**src/rtl/pat_pkg.sv**
```systemverilog
package pat_pkg;
  typedef enum logic [1:0] {
    ST_IDLE = 2'd0,
    ST_LOOK = 2'd1,
    ST_WAIT = 2'd2
  } pat_state_e;

  localparam logic CAUSE_ABSENT  = 1'b0;
  localparam logic CAUSE_PROTECT = 1'b1;
endpackage

```
**src/rtl/pat_tlb.sv**
```systemverilog
module pat_tlb #(
  parameter int TLB_N   = 4,
  parameter int VPN_W   = 6,
  parameter int FRAME_W = 8
) (
  input  logic               clk,
  input  logic               rst,
  input  logic               flush,
  input  logic [VPN_W-1:0]   lk_vpn,
  output logic               lk_hit,
  output logic [FRAME_W-1:0] lk_frame,
  output logic               lk_pv,
  output logic               lk_ro,
  input  logic               wr_en,
  input  logic [VPN_W-1:0]   wr_vpn,
  input  logic [FRAME_W-1:0] wr_frame,
  input  logic               wr_pv,
  input  logic               wr_ro
);
  localparam int PTR_W = (TLB_N > 1) ? $clog2(TLB_N) : 1;

  logic [TLB_N-1:0]   used_q;
  logic [TLB_N-1:0]   pv_q;
  logic [TLB_N-1:0]   ro_q;
  logic [TLB_N-1:0]   match;
  logic [VPN_W-1:0]   vpn_q   [TLB_N];
  logic [FRAME_W-1:0] frame_q [TLB_N];
  logic [PTR_W-1:0]   ptr_q;

  generate
    for (genvar g = 0; g < TLB_N; g++) begin : g_cmp
      assign match[g] = used_q[g] && (vpn_q[g] == lk_vpn);
    end
  endgenerate

  always_comb begin
    lk_hit   = |match;
    lk_frame = '0;
    lk_pv    = 1'b0;
    lk_ro    = 1'b0;
    for (int i = 0; i < TLB_N; i++) begin
      if (match[i]) begin
        lk_frame = lk_frame | frame_q[i];
        lk_pv    = lk_pv | pv_q[i];
        lk_ro    = lk_ro | ro_q[i];
      end
    end
  end

  // Occupancy flags and replacement pointer
  always_ff @(posedge clk) begin
    if (rst) begin
      used_q <= '0;
      ptr_q  <= '0;
    end else begin
      if (wr_en) begin
        ptr_q <= (ptr_q == PTR_W'(TLB_N - 1)) ? '0 : ptr_q + 1'b1;
      end
      for (int i = 0; i < TLB_N; i++) begin
        if (flush) begin
          used_q[i] <= 1'b0;
        end else if (wr_en && (ptr_q == PTR_W'(i))) begin
          used_q[i] <= 1'b1;
        end
      end
    end
  end

  // Entry payload, no reset
  always_ff @(posedge clk) begin
    for (int i = 0; i < TLB_N; i++) begin
      if (wr_en && (ptr_q == PTR_W'(i))) begin
        vpn_q[i]   <= wr_vpn;
        frame_q[i] <= wr_frame;
        pv_q[i]    <= wr_pv;
        ro_q[i]    <= wr_ro;
      end
    end
  end

  AST_TLB_UNIQUE: assert property (@(posedge clk) disable iff (rst)
    $onehot0(match));

  AST_FLUSH_EMPTIES: assert property (@(posedge clk) disable iff (rst)
    flush |=> !lk_hit);
endmodule

```
**src/rtl/pat_xlate.sv**
```systemverilog
module pat_xlate #(
  parameter int FRAME_W = 8,
  parameter int OFS_W   = 10
) (
  input  logic [FRAME_W-1:0]       frame,
  input  logic [OFS_W-1:0]         ofs,
  input  logic                     pv,
  input  logic                     ro,
  input  logic                     wr,
  output logic [FRAME_W+OFS_W-1:0] paddr,
  output logic                     fault,
  output logic                     cause
);
  import pat_pkg::*;

  always_comb begin
    fault = !pv || (wr && ro);
    cause = pv ? CAUSE_PROTECT : CAUSE_ABSENT;
    paddr = fault ? '0 : {frame, ofs};
  end
endmodule

```
**src/rtl/pat_ctrl.sv**
```systemverilog
module pat_ctrl #(
  parameter int LADDR_W   = 16,
  parameter int OFS_W     = 10,
  parameter int FRAME_W   = 8,
  parameter int PT_ADDR_W = 20,
  parameter int PTE_BYTES = 4,
  localparam int VPN_W     = LADDR_W - OFS_W,
  localparam int PTE_W     = FRAME_W + 2,
  localparam int PA_W      = FRAME_W + OFS_W
) (
  input  logic                 clk,
  input  logic                 rst,
  input  logic                 req_valid,
  output logic                 req_ready,
  input  logic [LADDR_W-1:0]   req_addr,
  input  logic                 req_write,
  input  logic [PT_ADDR_W-1:0] pt_base,
  output logic                 pt_req,
  output logic [PT_ADDR_W-1:0] pt_addr,
  input  logic                 pt_rvalid,
  input  logic [PTE_W-1:0]     pt_rdata,
  output logic                 rsp_valid,
  output logic [PA_W-1:0]      rsp_paddr,
  output logic                 fault_valid,
  output logic                 fault_cause,
  output logic [VPN_W-1:0]     lk_vpn,
  input  logic                 lk_hit,
  input  logic [FRAME_W-1:0]   lk_frame,
  input  logic                 lk_pv,
  input  logic                 lk_ro,
  output logic                 fill_en,
  output logic [FRAME_W-1:0]   fill_frame,
  output logic                 fill_pv,
  output logic                 fill_ro,
  output logic [FRAME_W-1:0]   x_frame,
  output logic [OFS_W-1:0]     x_ofs,
  output logic                 x_pv,
  output logic                 x_ro,
  output logic                 x_wr,
  input  logic [PA_W-1:0]      x_paddr,
  input  logic                 x_fault,
  input  logic                 x_cause
);
  import pat_pkg::*;

  localparam int PTE_SHIFT = $clog2(PTE_BYTES);

  pat_state_e        state_q;
  logic [VPN_W-1:0]  vpn_q;
  logic [OFS_W-1:0]  ofs_q;
  logic              wr_q;
  logic              accept;
  logic              from_pt;
  logic              done;

  assign req_ready = (state_q == ST_IDLE);
  assign accept    = req_valid && req_ready;
  assign lk_vpn    = vpn_q;
  assign from_pt   = (state_q == ST_WAIT);

  assign fill_frame = pt_rdata[FRAME_W-1:0];
  assign fill_ro    = pt_rdata[FRAME_W];
  assign fill_pv    = pt_rdata[FRAME_W+1];
  assign fill_en    = from_pt && pt_rvalid;

  assign x_frame = from_pt ? fill_frame : lk_frame;
  assign x_pv    = from_pt ? fill_pv    : lk_pv;
  assign x_ro    = from_pt ? fill_ro    : lk_ro;
  assign x_ofs   = ofs_q;
  assign x_wr    = wr_q;

  assign done = ((state_q == ST_LOOK) && lk_hit) || fill_en;

  always_ff @(posedge clk) begin
    if (rst) begin
      state_q     <= ST_IDLE;
      pt_req      <= 1'b0;
      pt_addr     <= '0;
      rsp_valid   <= 1'b0;
      fault_valid <= 1'b0;
      rsp_paddr   <= '0;
      fault_cause <= 1'b0;
    end else begin
      rsp_valid   <= done && !x_fault;
      fault_valid <= done && x_fault;
      pt_req      <= 1'b0;
      if (done) begin
        rsp_paddr   <= x_paddr;
        fault_cause <= x_cause;
      end
      unique case (state_q)
        ST_IDLE: begin
          if (accept) state_q <= ST_LOOK;
        end
        ST_LOOK: begin
          if (lk_hit) begin
            state_q <= ST_IDLE;
          end else begin
            pt_req  <= 1'b1;
            pt_addr <= pt_base + (PT_ADDR_W'(vpn_q) << PTE_SHIFT);
            state_q <= ST_WAIT;
          end
        end
        ST_WAIT: begin
          if (pt_rvalid) state_q <= ST_IDLE;
        end
        default: state_q <= ST_IDLE;
      endcase
    end
  end

  always_ff @(posedge clk) begin
    if (accept) begin
      vpn_q <= req_addr[LADDR_W-1:OFS_W];
      ofs_q <= req_addr[OFS_W-1:0];
      wr_q  <= req_write;
    end
  end

  AST_RESULT_EXCL: assert property (@(posedge clk) disable iff (rst)
    !(rsp_valid && fault_valid));

  AST_RSP_PULSE: assert property (@(posedge clk) disable iff (rst)
    rsp_valid |=> !rsp_valid);

  AST_FAULT_PULSE: assert property (@(posedge clk) disable iff (rst)
    fault_valid |=> !fault_valid);

  AST_WALK_PULSE: assert property (@(posedge clk) disable iff (rst)
    pt_req |=> !pt_req);

  AST_BUSY_AFTER_TAKE: assert property (@(posedge clk) disable iff (rst)
    (req_valid && req_ready) |=> !req_ready);

  AST_FAULT_NO_ADDR: assert property (@(posedge clk) disable iff (rst)
    fault_valid |-> (rsp_paddr == '0));

  AST_HIT_NO_WALK: assert property (@(posedge clk) disable iff (rst)
    ((state_q == ST_LOOK) && lk_hit) |=> (!pt_req && (rsp_valid || fault_valid)));

  AST_STRAY_DATA: assert property (@(posedge clk) disable iff (rst)
    (pt_rvalid && (state_q == ST_IDLE)) |=> (!rsp_valid && !fault_valid));
endmodule

```
**src/rtl/pat_translator.sv**
```systemverilog
module pat_translator #(
  parameter int LADDR_W   = 16,
  parameter int OFS_W     = 10,
  parameter int FRAME_W   = 8,
  parameter int PT_ADDR_W = 20,
  parameter int PTE_BYTES = 4,
  parameter int TLB_N     = 4
) (
  input  logic                       clk,
  input  logic                       rst,
  input  logic                       tlb_flush,
  input  logic                       req_valid,
  output logic                       req_ready,
  input  logic [LADDR_W-1:0]         req_addr,
  input  logic                       req_write,
  input  logic [PT_ADDR_W-1:0]       pt_base,
  output logic                       pt_req,
  output logic [PT_ADDR_W-1:0]       pt_addr,
  input  logic                       pt_rvalid,
  input  logic [FRAME_W+1:0]         pt_rdata,
  output logic                       rsp_valid,
  output logic [FRAME_W+OFS_W-1:0]   rsp_paddr,
  output logic                       fault_valid,
  output logic                       fault_cause
);
  localparam int VPN_W = LADDR_W - OFS_W;
  localparam int PA_W  = FRAME_W + OFS_W;

  logic [VPN_W-1:0]   lk_vpn;
  logic               lk_hit, lk_pv, lk_ro;
  logic [FRAME_W-1:0] lk_frame;
  logic               fill_en, fill_pv, fill_ro;
  logic [FRAME_W-1:0] fill_frame;
  logic [FRAME_W-1:0] x_frame;
  logic [OFS_W-1:0]   x_ofs;
  logic               x_pv, x_ro, x_wr, x_fault, x_cause;
  logic [PA_W-1:0]    x_paddr;

  pat_ctrl #(
    .LADDR_W(LADDR_W), .OFS_W(OFS_W), .FRAME_W(FRAME_W),
    .PT_ADDR_W(PT_ADDR_W), .PTE_BYTES(PTE_BYTES)
  ) u_ctrl (
    .clk(clk), .rst(rst),
    .req_valid(req_valid), .req_ready(req_ready),
    .req_addr(req_addr), .req_write(req_write),
    .pt_base(pt_base), .pt_req(pt_req), .pt_addr(pt_addr),
    .pt_rvalid(pt_rvalid), .pt_rdata(pt_rdata),
    .rsp_valid(rsp_valid), .rsp_paddr(rsp_paddr),
    .fault_valid(fault_valid), .fault_cause(fault_cause),
    .lk_vpn(lk_vpn), .lk_hit(lk_hit), .lk_frame(lk_frame),
    .lk_pv(lk_pv), .lk_ro(lk_ro),
    .fill_en(fill_en), .fill_frame(fill_frame),
    .fill_pv(fill_pv), .fill_ro(fill_ro),
    .x_frame(x_frame), .x_ofs(x_ofs), .x_pv(x_pv), .x_ro(x_ro), .x_wr(x_wr),
    .x_paddr(x_paddr), .x_fault(x_fault), .x_cause(x_cause)
  );

  pat_tlb #(
    .TLB_N(TLB_N), .VPN_W(VPN_W), .FRAME_W(FRAME_W)
  ) u_tlb (
    .clk(clk), .rst(rst), .flush(tlb_flush),
    .lk_vpn(lk_vpn), .lk_hit(lk_hit), .lk_frame(lk_frame),
    .lk_pv(lk_pv), .lk_ro(lk_ro),
    .wr_en(fill_en), .wr_vpn(lk_vpn), .wr_frame(fill_frame),
    .wr_pv(fill_pv), .wr_ro(fill_ro)
  );

  pat_xlate #(
    .FRAME_W(FRAME_W), .OFS_W(OFS_W)
  ) u_xlate (
    .frame(x_frame), .ofs(x_ofs), .pv(x_pv), .ro(x_ro), .wr(x_wr),
    .paddr(x_paddr), .fault(x_fault), .cause(x_cause)
  );
endmodule

```
**config.mk**
```make
export PLATFORM = sky130hd
export DESIGN_NAME = pat_translator
export DESIGN_NICKNAME = d
export VERILOG_FILES = /design/src/rtl/pat_pkg.sv /design/src/rtl/pat_tlb.sv /design/src/rtl/pat_xlate.sv /design/src/rtl/pat_ctrl.sv /design/src/rtl/pat_translator.sv
export SDC_FILE = /design/constraint.sdc
export NUM_CORES = 1
export LEC_CHECK = 0
export ABC_AREA = 1
export BUFFER_PORTS_ARGS = -buffer_cell sky130_fd_sc_hd__buf_4
export CORE_MARGIN = 8
export CORE_UTILIZATION = 40
export CTS_CLUSTER_SIZE = 10
export DETAILED_ROUTE_END_ITERATION = 8
export PLACE_DENSITY = 0.6
export REMOVE_ABC_BUFFERS = 1
export SLEW_MARGIN = 15
export SYNTH_ARGS = -nofsm -noshare
export SYNTH_HDL_FRONTEND = slang
export SYNTH_SLANG_ARGS = --single-unit
```
**constraint.sdc**
```tcl
create_clock -name clk -period 2.9 [get_ports clk]
set_clock_uncertainty 0.2 [all_clocks]
set_input_delay 0.145 -clock clk [delete_from_list [all_inputs] [get_ports clk]]
set_output_delay 0.145 -clock clk [all_outputs]
set_load 0.03 [all_outputs]
```
After elaboration in Yosys (flattened, before gate mapping):

Memory sizes are Yosys's and may differ from the RTL's.
Cells that the tools add are included.

* logic and storage cells: 129
* output and inout port bits: 43
* memory bits (read-only): 0
* RAM bits: 56
* memories kept: 2
* bits in latches: 0
* register bits after elaboration: 75
* bits of input ports: 52

Memories
* u_tlb.frame_q: words 4, width 8, read ports 4, clocked after memory_dff 0, wr ports 1, line pat_tlb.sv:27 `logic [FRAME_W-1:0] frame_q [TLB_N];`
* u_tlb.vpn_q: words 4, width 6, read ports 4, clocked after memory_dff 0, wr ports 1, line pat_tlb.sv:26 `logic [VPN_W-1:0] vpn_q [TLB_N];`

* bitwise operators: 11
* $lt $le $gt $ge: 0
* shift operators: 0
* reductions and logical operators: 31
* divide/modulo/power cells: 0
* eq/ne operators: 11
* muxes and demuxes: 49
* multiply operators: 0
* add/sub/neg operators: 2

Operator list (count)
* $mux W8: 8
* $mux W1: 26
* $eq A6 B6 Y1: 4
* $or A8 B8 Y8: 3
* $reduce_or A8 Y1: 3
* $add A20 B8 Y20: 1
* $mux W2: 10
* $mux W18: 1
* $mux W6: 3
* $reduce_or A6 Y1: 3
* $logic_and A1 B1 Y1: 14
* $eq A2 B2 Y1 const B: 3
* $or A1 B1 Y1: 6
* $pmux W2 S3: 1
* $eq A2 B1 Y1 const B: 2
* $logic_not A2 Y1: 2
* $ne A2 B2 Y1 const B: 2
* $reduce_and A2 Y1: 2
* $reduce_or A2 Y1: 2
* $reduce_or A4 Y1: 1
* $add A2 B1 Y2 const B: 1
* $logic_not A1 Y1: 2
* $logic_or A1 B1 Y1: 2
* $not A1 Y1: 2

Depth between registers and ports, before layout:

* depth in word-level cells: 14
* gate-level depth with buffers: 15
* gate-level depth less buffers: 15

By module:

From an unflattened synthesis, not the netlist that was laid out.

* cells, all modules: 731
* area, all modules: 6323.6 um^2

Modules (own cells, without submodules)
* pat_tlb: area each 3109.2 um^2, cells an instance 310, instances 1
* pat_ctrl: area each 3042.9 um^2, cells an instance 381, instances 1
* pat_xlate: area each 171.4 um^2, cells an instance 40, instances 1

Worst setup path after synthesis:

Ideal clock, no wire load.

* kind: flip-flop to flip-flop
* start: register u_ctrl.vpn_q[0], in the netlist u_ctrl.lk_vpn[0]
* end: register u_ctrl.pt_addr[14]
* setup slack: 0.493 ns
* setup time: 0.116 ns
* period minus slack after synthesis: 2.407 ns
* required time: 2.584 ns
* cell stages (with the launch flop): 10
* arrival: 2.091 ns
* cell sequence: edfxtp_1 ha_1 inv_1 fa_1 o21ai_0 a21oi_1 nor3_1 nand3_1 a21oi_1 nor2_1

* word-level cells in the longest chain between the ends: 5
* elaborated cells between the ends (all ways): 12
* those cells by class: add/sub (1); eq/ne (4); bitwise (1); reduce/logical (6)

Ends and longest elaborated chain
* start, declared: line pat_ctrl.sv:49 `logic [VPN_W-1:0] vpn_q;`
* start signal, assigned: line pat_ctrl.sv:114 `vpn_q <= req_addr[LADDR_W-1:OFS_W];`
* parallel branches: the longest is 5 deep, another holds $add A20 B8 Y20
* end signal, assigned: line pat_ctrl.sv:100 `pt_addr <= pt_base + (PT_ADDR_W'(vpn_q) << PTE_SHIFT);`
* end, declared: line pat_ctrl.sv:19 `output logic [PT_ADDR_W-1:0] pt_addr,`

Parallel ways; which one is timed is not known.
A chain may end at the register's enable or synchronous reset.

Worst setup path in the final report:

* start: register u_ctrl.vpn_q[2], in the netlist u_ctrl.lk_vpn[2]
* end: register u_ctrl.pt_addr[15]

Same word-level chain as after synthesis.

==> results.json <==
{
  "outcome": "completed",
  "ys_types": 42,
  "crit_type": "reg -> reg",
  "cp_data_arrival_time_ps": 2830,
  "setup_violations": 0,
  "drive_above_1_share_pct": 23.4,
  "die_h_um": 136,
  "layout_common_cells": "209 x nand2_1, 108 x buf_4, 81 x edfxtp_1",
  "overflow": 0,
  "finalCritPeriodShare_pct": 93.8,
  "cp-end-kind": "flip-flop",
  "power.internal_w": 0.00360,
  "syn2layout_area_growth_pct": 36.0,
  "tightest_slew_ps": 708,
  "clk_path_buf_depth": 2,
  "grt_pass1_wl_um": 23700,
  "h-tree-depth": 4,
  "clk_pin_slew_ps": 60,
  "syn_area_per_cell_um2": 9.51,
  "cts_tree": "yes",
  "die_x_um": 136,
  "root_buffer": "clkbuf_16",
  "min_path_type": "in -> reg",
  "drtAntennaViolNets": 0,
  "fmax_ghz": 0.368,
  "fin_ws_ps": 179,
  "routed_wirelength_um": 14800,
  "wire_per_inst_um": 15.3,
  "antenna_found_initial": 0,
  "clock_sinks": 131,
  "worstPathMaxFanout": 10,
  "required_ps": 3010,
  "synth_ff_type": "edfxtp_1",
  "dpl_worst_slack_ps": 100,
  "num_rows": 44,
  "dpl.cell_count": 890,
  "ir_worst_vdd_uv": 364,
  "swShare_pct": 24.2,
  "dp_hpwl_um": 10200,
  "grt_pass1_vias": 4660,
  "critPathLaunchType": "flip-flop",
  "viasPerCell": 4.73,
  "drv_cap": 0,
  "track_usage_pct": 16.6,
  "synth_edf_count": 81,
  "die_area_um2": 18600,
  "grt_setup_unrepaired": "false",
  "clk_latency_ps": 410,
  "path_cells": "ha_1, nand2_1, o21ai_0, nand2_1, a21boi_0, nand2_1, inv_1, nand3_1, a21oi_1, nor2_1",
  "drc": 0,
  "layout_commonest_cell": "nand2_1",
  "worstHoldStart": "pt_base[4]",
  "synthArstFlopShare_pct": 0,
  "r2r_start": "u_ctrl.lk_vpn[2]",
  "power_density_nw_per_um2": 602,
  "ys_warn_count": 0,
  "hold_viol": 0,
  "cts_buffers": 17,
  "power.total_w": 0.00475,
  "fin_cells": 970,
  "vias": 4591,
  "p_switching_w": 0.00115,
  "io_pins": 95,
  "clkPwrFrac_pct": 47.3,
  "grt_max_degree": 21,
  "p_leak_nw": 3.56,
  "crit_slowest_cell": "edfxtp_1",
  "ys_seq_elements": 131,
  "yosysSeqAreaShare_pct": 59.2,
  "drt_iter0_drc": 324,
  "gp_congestion": 0.918,
  "diodes": 0,
  "max-slew-margin-rel_pct": 52.6,
  "port_buffers": 94,
  "synth_area_um2": 5800,
  "period_needed_ps": 2720,
  "final_net_count": 836,
  "power_frac_seq_pct": 43.4,
  "combPwrFrac_pct": 9.3,
  "syn_inst": 610,
  "cpPeakStageDelay_ps": 540,
  "drt_pass1_iterations": 4,
  "initial_core_util_pct": 40.4,
  "finalSetupTns_ps": 0,
  "slew_violations": 0,
  "worst_path_most_repeated_cell": "nand2_1",
  "crit_start": "u_ctrl.lk_vpn[2]",
  "coreArea_um2": 14400
}
-- registers in the layout (all words and copies together), names as in the netlist, 4 cells and up --
| signal | count |
|---|---|
| u_tlb.used_q | 4 |
| u_tlb.ro_q | 4 |
| u_tlb.vpn_q | 24 |
| u_tlb.frame_q | 32 |
| u_tlb.pv_q | 4 |
| u_ctrl.lk_vpn | 6 |
| u_ctrl.pt_addr | 20 |
| u_ctrl.rsp_paddr | 18 |
| u_ctrl.x_ofs | 10 |
-- Yosys cell counts, types with 7 or more instances --
library cell / number / area [µm²]
a21oi_1: 25 / 125
dfxtp_1: 50 / 1000
edfxtp_1: 81 / 2430
ha_1: 10 / 125
inv_1: 61 / 229
inv_2: 7 / 26.3
nand2_1: 209 / 785
nand2_2: 7 / 43.8
nand3_1: 24 / 120
nand3_2: 12 / 120
nand4_1: 11 / 68.8
nor2_1: 32 / 120
o21ai_0: 17 / 85.1
o21ai_1: 7 / 35.0
xor2_1: 7 / 61.3
-- worst max-delay path: cells and delay by family (launching register included) --
| family | cells | cell delay [ps] |
|---|---|---|
| buffers and inverters | 1 | 90 |
| DFF | 1 | 540 |
| adders and majority gates | 1 | 420 |
| and+or+nand+nor | 5 | 450 |
| AOI/OAI and AO/OA | 3 | 920 |
-- logic make-up after synthesis --
family          synth area share, %
flops                          59.2
buf+inv                        6.10
fa+ha+maj                      2.50
simple gates                   24.5
compound gates                 5.74
xor+xnor                       1.96
-- what timing repair did --
item                                    4_1_cts  5_1_grt
endpoints found under the setup margin        0       26
hold buffers                                 48        0
gates resized for setup                       0        2
endpoints found under the hold margin        89        0
buffers inserted                              0        0
-- path summary, 6_finish.rpt --
| check | endpoint | slack, ps | cells after the start |
|---|---|---|---|
| hold reg to reg | u_ctrl.rsp_paddr[0] | 250 | 2 |
| setup / recovery | u_ctrl.pt_addr[15] | 180 | 10 |
| setup reg to reg | u_ctrl.pt_addr[15] | 180 | 10 |
| hold / removal | u_ctrl.pt_addr[4] | 70 | 5 |
-- layer usage --
layer  vias to the layer above  share of wire (%)  global-route usage [%]
met5                         -                  0                       0
met4                         0                1.2                    6.16
met3                        12                5.0                    3.70
met2                       118                 49                    27.1
met1                      2132                 45                    21.0
li1                       2329                  -                       -
-- power by group through the flow --
stage	logic, W	clock network, W	registers (W)
2_1_floorplan	0.000167	0	0.00214
3_3_place_gp	0.000385	0	0.00210
3_5_place_dp	0.000392	0	0.00210
4_1_cts	0.000445	0.00228	0.00206
5_1_grt	0.000485	0.00235	0.00207
6_report	0.000444	0.00225	0.00206
-- cell type report --
cell class                      instances  area, µm²
Timing Repair Buffer                  157       1310
Tap cell                              184        230
Multi-Input combinational cell        397       2030
Sequential cell                       131       3430
Fill cell                            1249       6480
Clock buffer                           17        425
Clock inverter                         15        196
Inverter                               69        259
-- stage by stage --
| stage | instance area, µm² | hold WS (ps) | util [%] |
|---|---|---|---|
| 2_1_floorplan | 5710 | 14.1 | - |
| 3_3_place_gp | 6780 | 124 | 47.2 |
| 3_5_place_dp | 6780 | 125 | 47.2 |
| 4_1_cts | 7880 | 46.2 | 54.8 |
| 5_1_grt | 7890 | 61.7 | 54.9 |
| 6_report | 7890 | 71.5 | 54.9 |
(Power assumes the default switching activity.)
